--- config.mk ---
export PLATFORM = sky130hd
export DESIGN_NAME = sat_divider
export DESIGN_NICKNAME = d
export VERILOG_FILES = /design/src/rtl/sat_div_pkg.sv /design/src/rtl/div_operand_prep.sv /design/src/rtl/div_restoring_core.sv /design/src/rtl/div_saturate.sv /design/src/rtl/sat_divider.sv
export SDC_FILE = /design/constraint.sdc
export NUM_CORES = 1
export LEC_CHECK = 0
export BUFFER_PORTS_ARGS = -buffer_cell sky130_fd_sc_hd__buf_2
export CORE_MARGIN = 4
export CORE_UTILIZATION = 27
export CTS_CLUSTER_DIAMETER = 30
export DETAILED_ROUTE_END_ITERATION = 10
export GPL_TIMING_DRIVEN = 0
export PLACE_DENSITY = 0.43
export SLEW_MARGIN = 20
export SYNTH_ARGS = -nofsm -noshare
export SYNTH_HDL_FRONTEND = slang
export SYNTH_SLANG_ARGS = --single-unit
--- constraint.sdc ---
create_clock -name clk -period 6.8 [get_ports clk]
set_input_delay 0 -clock clk [delete_from_list [all_inputs] [get_ports clk]]
set_output_delay 0 -clock clk [all_outputs]
set_load 0.01 [all_outputs]
--- src/rtl/sat_div_pkg.sv ---
// Shared definitions for the saturating divider.
// Assumes: only the control state encoding is shared between modules.
package sat_div_pkg;
    typedef enum logic [1:0] {
        DV_IDLE = 2'd0,
        DV_RUN  = 2'd1,
        DV_FIN  = 2'd2
    } dv_state_e;
endpackage

--- src/rtl/div_operand_prep.sv ---
// Forms the double-width dividend and the divisor from the request inputs,
// and converts them to magnitudes in signed mode.
// Assumes: OW >= DW; operand bits above DW are ignored.
module div_operand_prep #(
    parameter int DW = 32,
    parameter int OW = 64
) (
    input  logic [DW-1:0]   y_i,
    input  logic [OW-1:0]   a_i,
    input  logic [OW-1:0]   b_i,
    input  logic            signed_i,
    output logic [2*DW-1:0] dvd_mag_o,
    output logic [DW-1:0]   dvs_mag_o,
    output logic            neg_o,
    output logic            dvs_zero_o
);
    localparam int QW = 2 * DW;

    logic [QW-1:0] dvd_raw;
    logic [DW-1:0] dvs_raw;
    logic          unused_hi;

    assign dvd_raw   = {y_i, a_i[DW-1:0]};
    assign dvs_raw   = b_i[DW-1:0];
    assign unused_hi = ^{a_i[OW-1:DW], b_i[OW-1:DW]};

    // Take magnitudes and the result sign for signed requests.
    always_comb begin
        dvd_mag_o  = dvd_raw;
        dvs_mag_o  = dvs_raw;
        neg_o      = 1'b0;
        dvs_zero_o = (dvs_raw == '0);
        if (signed_i) begin
            if (dvd_raw[QW-1]) dvd_mag_o = ~dvd_raw + 1'b1;
            if (dvs_raw[DW-1]) dvs_mag_o = ~dvs_raw + 1'b1;
            neg_o = dvd_raw[QW-1] ^ dvs_raw[DW-1];
        end
    end
endmodule

--- src/rtl/div_restoring_core.sv ---
// Restoring radix-2 divider: one quotient bit per step over a double-width
// magnitude dividend, with a DW+1 bit trial remainder.
// Assumes: the divisor loaded is non-zero; step is not asserted with load.
module div_restoring_core #(
    parameter int DW = 32
) (
    input  logic            clk,
    input  logic            rst_n,
    input  logic            load_i,
    input  logic            step_i,
    input  logic [2*DW-1:0] dvd_i,
    input  logic [DW-1:0]   dvs_i,
    output logic [2*DW-1:0] quo_o
);
    localparam int QW = 2 * DW;

    logic [DW-1:0] rem_q;
    logic [QW-1:0] shf_q;
    logic [DW-1:0] dvs_q;
    logic [DW:0]   trial;
    logic [DW:0]   diff;
    logic          take;

    assign trial = {rem_q, shf_q[QW-1]};
    assign diff  = trial - {1'b0, dvs_q};
    assign take  = (trial >= {1'b0, dvs_q});
    assign quo_o = shf_q;

    // Load operands, then shift in one quotient bit per step.
    always_ff @(posedge clk) begin
        if (!rst_n) begin
            rem_q <= '0;
            shf_q <= '0;
            dvs_q <= '0;
        end else if (load_i) begin
            rem_q <= '0;
            shf_q <= dvd_i;
            dvs_q <= dvs_i;
        end else if (step_i) begin
            rem_q <= take ? diff[DW-1:0] : trial[DW-1:0];
            shf_q <= {shf_q[QW-2:0], take};
        end
    end


    rem_bound_chk: assert property (@(posedge clk) disable iff (!rst_n)
        $past(step_i) |-> (rem_q < dvs_q));


    dvs_hold_chk: assert property (@(posedge clk) disable iff (!rst_n)
        (step_i && $past(step_i)) |-> $stable(dvs_q));
endmodule

--- src/rtl/div_saturate.sv ---
// Clamps a double-width magnitude quotient into DW bits and applies the sign.
// Assumes: neg_i is only set in signed mode.
module div_saturate #(
    parameter int DW = 32
) (
    input  logic [2*DW-1:0] qmag_i,
    input  logic            signed_i,
    input  logic            neg_i,
    output logic [DW-1:0]   quot_o,
    output logic            ovf_o
);
    localparam int QW = 2 * DW;
    localparam logic [DW-1:0] S_MIN = {1'b1, {(DW-1){1'b0}}};
    localparam logic [DW-1:0] S_MAX = {1'b0, {(DW-1){1'b1}}};

    logic hi_any;

    assign hi_any = |qmag_i[QW-1:DW];

    // Select the limit and the overflow flag per mode and sign.
    always_comb begin
        if (!signed_i) begin
            ovf_o  = hi_any;
            quot_o = hi_any ? '1 : qmag_i[DW-1:0];
        end else if (neg_i) begin
            ovf_o  = hi_any || (qmag_i[DW-1] && (|qmag_i[DW-2:0]));
            quot_o = ovf_o ? S_MIN : (~qmag_i[DW-1:0] + 1'b1);
        end else begin
            ovf_o  = hi_any || qmag_i[DW-1];
            quot_o = ovf_o ? S_MAX : qmag_i[DW-1:0];
        end
    end
endmodule

--- src/rtl/sat_divider.sv ---
// Top of the saturating divider: accepts a request, traps zero divisors,
// runs 2*DW restoring steps, then commits the clamped result in one more
// cycle and optionally copies it into the condition-code snapshot.
// Assumes: requests arrive as start pulses; a start while busy is dropped.
module sat_divider #(
    parameter int DATA_W = 32,
    parameter int OPND_W = 64
) (
    input  logic              clk,
    input  logic              rst_n,
    input  logic              start_i,
    input  logic              signed_i,
    input  logic              cc_en_i,
    input  logic [DATA_W-1:0] y_i,
    input  logic [OPND_W-1:0] a_i,
    input  logic [OPND_W-1:0] b_i,
    output logic              busy_o,
    output logic              done_o,
    output logic [DATA_W-1:0] quot_o,
    output logic              ovf_o,
    output logic              dz_trap_o,
    output logic [DATA_W-1:0] cc_quot_o,
    output logic              cc_ovf_o
);
    import sat_div_pkg::*;

    localparam int QW    = 2 * DATA_W;
    localparam int CNT_W = $clog2(QW);
    localparam logic [CNT_W-1:0] LAST = CNT_W'(QW - 1);
    localparam logic [DATA_W-1:0] S_MIN = {1'b1, {(DATA_W-1){1'b0}}};
    localparam logic [DATA_W-1:0] S_MAX = {1'b0, {(DATA_W-1){1'b1}}};

    dv_state_e         state_q;
    logic [CNT_W-1:0]  cnt_q;
    logic              sgn_q, neg_q, cc_q;
    logic              done_q, ovf_q, dz_q, cc_ovf_q;
    logic [DATA_W-1:0] quot_q, cc_quot_q;

    logic [QW-1:0]     dvd_mag;
    logic [DATA_W-1:0] dvs_mag;
    logic              neg_in, dvs_zero;
    logic              accept, load, step;
    logic [QW-1:0]     qmag;
    logic [DATA_W-1:0] sat_quot;
    logic              sat_ovf;

    div_operand_prep #(.DW(DATA_W), .OW(OPND_W)) u_prep (
        .y_i        (y_i),
        .a_i        (a_i),
        .b_i        (b_i),
        .signed_i   (signed_i),
        .dvd_mag_o  (dvd_mag),
        .dvs_mag_o  (dvs_mag),
        .neg_o      (neg_in),
        .dvs_zero_o (dvs_zero)
    );

    assign accept = (state_q == DV_IDLE) && start_i;
    assign load   = accept && !dvs_zero;
    assign step   = (state_q == DV_RUN);

    div_restoring_core #(.DW(DATA_W)) u_core (
        .clk    (clk),
        .rst_n  (rst_n),
        .load_i (load),
        .step_i (step),
        .dvd_i  (dvd_mag),
        .dvs_i  (dvs_mag),
        .quo_o  (qmag)
    );

    div_saturate #(.DW(DATA_W)) u_sat (
        .qmag_i   (qmag),
        .signed_i (sgn_q),
        .neg_i    (neg_q),
        .quot_o   (sat_quot),
        .ovf_o    (sat_ovf)
    );

    // Control sequence, result commit and condition-code snapshot.
    always_ff @(posedge clk) begin
        if (!rst_n) begin
            state_q   <= DV_IDLE;
            cnt_q     <= '0;
            sgn_q     <= 1'b0;
            neg_q     <= 1'b0;
            cc_q      <= 1'b0;
            done_q    <= 1'b0;
            quot_q    <= '0;
            ovf_q     <= 1'b0;
            dz_q      <= 1'b0;
            cc_quot_q <= '0;
            cc_ovf_q  <= 1'b0;
        end else begin
            done_q <= 1'b0;
            case (state_q)
                DV_IDLE: begin
                    if (accept && dvs_zero) begin
                        done_q <= 1'b1;
                        dz_q   <= 1'b1;
                    end else if (load) begin
                        state_q <= DV_RUN;
                        cnt_q   <= '0;
                        sgn_q   <= signed_i;
                        neg_q   <= neg_in;
                        cc_q    <= cc_en_i;
                    end
                end
                DV_RUN: begin
                    cnt_q <= cnt_q + 1'b1;
                    if (cnt_q == LAST) state_q <= DV_FIN;
                end
                DV_FIN: begin
                    quot_q  <= sat_quot;
                    ovf_q   <= sat_ovf;
                    dz_q    <= 1'b0;
                    done_q  <= 1'b1;
                    state_q <= DV_IDLE;
                    if (cc_q) begin
                        cc_quot_q <= sat_quot;
                        cc_ovf_q  <= sat_ovf;
                    end
                end
                default: state_q <= DV_IDLE;
            endcase
        end
    end

    assign busy_o    = (state_q != DV_IDLE);
    assign done_o    = done_q;
    assign quot_o    = quot_q;
    assign ovf_o     = ovf_q;
    assign dz_trap_o = dz_q;
    assign cc_quot_o = cc_quot_q;
    assign cc_ovf_o  = cc_ovf_q;


    done_pulse_chk: assert property (@(posedge clk) disable iff (!rst_n)
        done_o |=> !done_o);


    busy_done_chk: assert property (@(posedge clk) disable iff (!rst_n)
        !(busy_o && done_o));


    dz_hold_chk: assert property (@(posedge clk) disable iff (!rst_n)
        (done_o && dz_trap_o) |-> ($stable(quot_o) && $stable(ovf_o)
                                   && $stable(cc_quot_o) && $stable(cc_ovf_o)));


    cc_hold_chk: assert property (@(posedge clk) disable iff (!rst_n)
        (done_o && !dz_trap_o && !cc_q) |-> ($stable(cc_quot_o) && $stable(cc_ovf_o)));


    usat_chk: assert property (@(posedge clk) disable iff (!rst_n)
        (done_o && !dz_trap_o && ovf_o && !sgn_q) |-> (quot_o == '1));


    ssat_chk: assert property (@(posedge clk) disable iff (!rst_n)
        (done_o && !dz_trap_o && ovf_o && sgn_q) |-> ((quot_o == S_MIN) || (quot_o == S_MAX)));
endmodule

==> impl_results.md <==
- Hold_ws: 37.62 ps
- Commonest cells after routing, fill and taps aside: 207 x nand2_1, 207 x dfxtp_1, 176 x buf_2, 144 x a21oi_1, 122 x nor2_1
- Yosys reg bits: 207
- Drc violations: 0
- Drt first pass iters: 5
- Post-synth EDFFs: 0
- Core area: 0.04905 mm²
- Clk_lat worst skew: 580 ps
- Initial antenna violation count: 1
- Via count of the first global-routing pass: 13960
- Row count: 81
- Post-CTS Setup Repair Bufs: 0
- WS Path Type: input pin to flop
- PortBufs: 168
- Post-CTS Resized: 0
- Drt initial violations: 1024
- Seq/Total Area, Yosys: 0.3092
- Sink Count: 207
- Startpoint types: input pin
- Hpwl dp: 42460 µm
- Pwr dens: 272.9 mW/mm²
- Worst-Margin Slew: 1154 ps
- Worst Path Required: 7300 ps
- Reg-to-reg slack, setup: 3190 ps
- Final Critical Period: 4178 ps
- Warnings, synthesis: 0
- First-pass GRT wire length: 84770 µm
- Clock slew at reported path FFs: 40 ps
- Final Wtd Congestion: 0.9432
- IO Count: 234
- Via Count: 14390
- All-Layer GR Usage: 0.2008
- Setup TNS: 0 ps
- Ys async rst share: 0
- Synth Cell Area: 0.01340 mm²
- Leak: 7.350 nW
- Final nets: 2282
- Total wire length: 55080 µm
- Count of final setup violators: 0
- CTS tree: done
- Slew HR: 0.2239
- Cells after Synth: 1742
- Vias per cell: 5.173
- P&R area growth vs syn: 34.22%
- Final hold violation count: 0
- FMAX: 239.4 MHz
- Die Area: 0.05327 mm²
- Critical Path Sink Type: flop
- Max-Cap Viols: 0
- Largest net degree at the start of global routing: 16
- RSZ-0062 raised after global routing: false
- Die X: 230.8 µm
- Die Ht: 230.8 µm
- Filler Cell Count: 5244
- Critical path arrival: 4680 ps
- Syn nets: 1944
- Global route overflow: 0
- H-tree depth: 2
- Maximum clock path buffer count: 3
- Synth cell types: 82
- Period Utilization, post-route: 0.6144
- Mean Syn Cell Area: 7.695 µm²
- DR WL/cell: 19.80 µm
- CTS Buf Count: 54
- Hold Path Class: input pin to flop
- Final max-slew violation count: 0
- Diode count: 0
- Worst-path maximum fanout: 10
- Post-synth top flop: dfxtp_1
- Root Driver: clkbuf_16
- Max IR drop VDD: 0.1931 mV
- Layout cell share with drive strength beyond 1: 0.1407
- Post-route ant nets: 0
- Status: finished, final reports clean
- Skew final: 23.34 ps
- Starting Density: 0.2733
==> per-stage QoR <==
| stage | cells | instance area, µm² | worst slack [ps] | power [mW] | utilization |
|---|---|---|---|---|---|
| after floorplan | 1742 | 13400 | 3905 | 2.062 | - |
| after global placement | 2574 | 15080 | 2701 | 2.384 | 0.3073 |
| after detailed placement | 2574 | 15080 | 2703 | 2.391 | 0.3073 |
| after CTS | 2782 | 17990 | 2627 | 4.945 | 0.3668 |
| after global routing | 2782 | 17990 | 2470 | 5.132 | 0.3668 |
| final | 2782 | 17990 | 2622 | 4.910 | 0.3668 |
==> Yosys cell counts, drive strengths merged, types with 40 or more instances <==
cell type	instances	share of area
dfxtp	207	0.31
nand2	207	0.058
a21oi	144	0.054
nor2	123	0.035
o21ai	112	0.043
clkbuf	106	0.031
nand3	85	0.033
xor2	69	0.045
inv	49	0.014
xnor2	49	0.032
nor3	41	0.016
o31ai	40	0.022
==> worst max-delay path: stages <==
cell and delay [ps]:
dlygate4sd3_1 540, buf_2 180, nor4_2 530, nand4b_1 430, nor3_1 750, a31o_2 420
clkbuf_1 500, clkbuf_1 550, a21oi_1 70, dlygate4sd3_1 580, nor2_1 110
==> sequential cells by signal (all words and copies together) (netlist names) <==
name,flops
u_core.dvs_q,32
dz_trap_o,1
cnt_q,6
quot_o,32
ovf_o,1
cc_quot_o,32
cc_q,1
state_q,2
sgn_q,1
done_o,1
neg_q,1
u_core.quo_o,64
u_core.rem_q,32
cc_ovf_o,1
==> layout make-up <==
cell class / count / area, µm² / share of cell area
Tap cell: 664 / 830.8 / 0.04618
Multi-Input combinational cell: 1363 / 8559 / 0.4758
Timing Repair Buffer: 282 / 1982 / 0.1102
Buffer: 123 / 516.7 / 0.02872
Inverter: 49 / 183.9 / 0.01022
Clock buffer: 68 / 1464 / 0.08137
Clock inverter: 26 / 310.3 / 0.01725
Sequential cell: 207 / 4144 / 0.2303
==> cells by family (layout without fill, tap and decap cells) <==
family                     Yosys count  after routing  share of synthesized area
buffers and inverters              172            548                    0.05227
AOI/OAI and AO/OA                  527            527                     0.2602
muxes                               31             31                    0.02334
adders and majority gates           37             37                    0.03510
xor gates and xnor gates           118            118                    0.07710
DFF                                207            207                     0.3092
and+or+nand+nor                    650            650                     0.2429
==> path summary, 6_finish.rpt <==
path / from / to / cells after the start
worst max register to register: u_core.quo_o[1]$_SDFFE_PN0P_ / cc_quot_o[22]$_SDFFE_PN0P_ / 10
worst min register to register: u_core.dvs_q[31]$_SDFFE_PN0P_ / u_core.dvs_q[31]$_SDFFE_PN0P_ / 2
worst max-delay path: b_i[2] / u_core.quo_o[63]$_SDFFE_PN0P_ / 11
worst min-delay path: a_i[1] / u_core.quo_o[1]$_SDFFE_PN0P_ / 5
==> where the power goes <==
part           switching (mW)  total (mW)  internal (mW)  leakage [nW]
clock                   0.783        2.47           1.69         0.859
sequential             0.0619        1.35           1.29          1.69
combinational           0.651        1.09          0.438          4.80
total                    1.50        4.91           3.41          7.35
==> layer usage <==
layer	vias up	routed length, µm	GRT usage
met5	-	12	0
met4	2	1049	0.04849
met3	74	2650	0.02641
met2	394	23950	0.3121
met1	6874	27420	0.2944
li1	7048	-	-
==> timing repair <==
item | CTS | global route
hold buffers | 114 | 0
endpoints found under the setup margin | 0 | 0
hold endpoints to repair | 99 | 0
No activity file was read; power rests on OpenSTA's default activity.
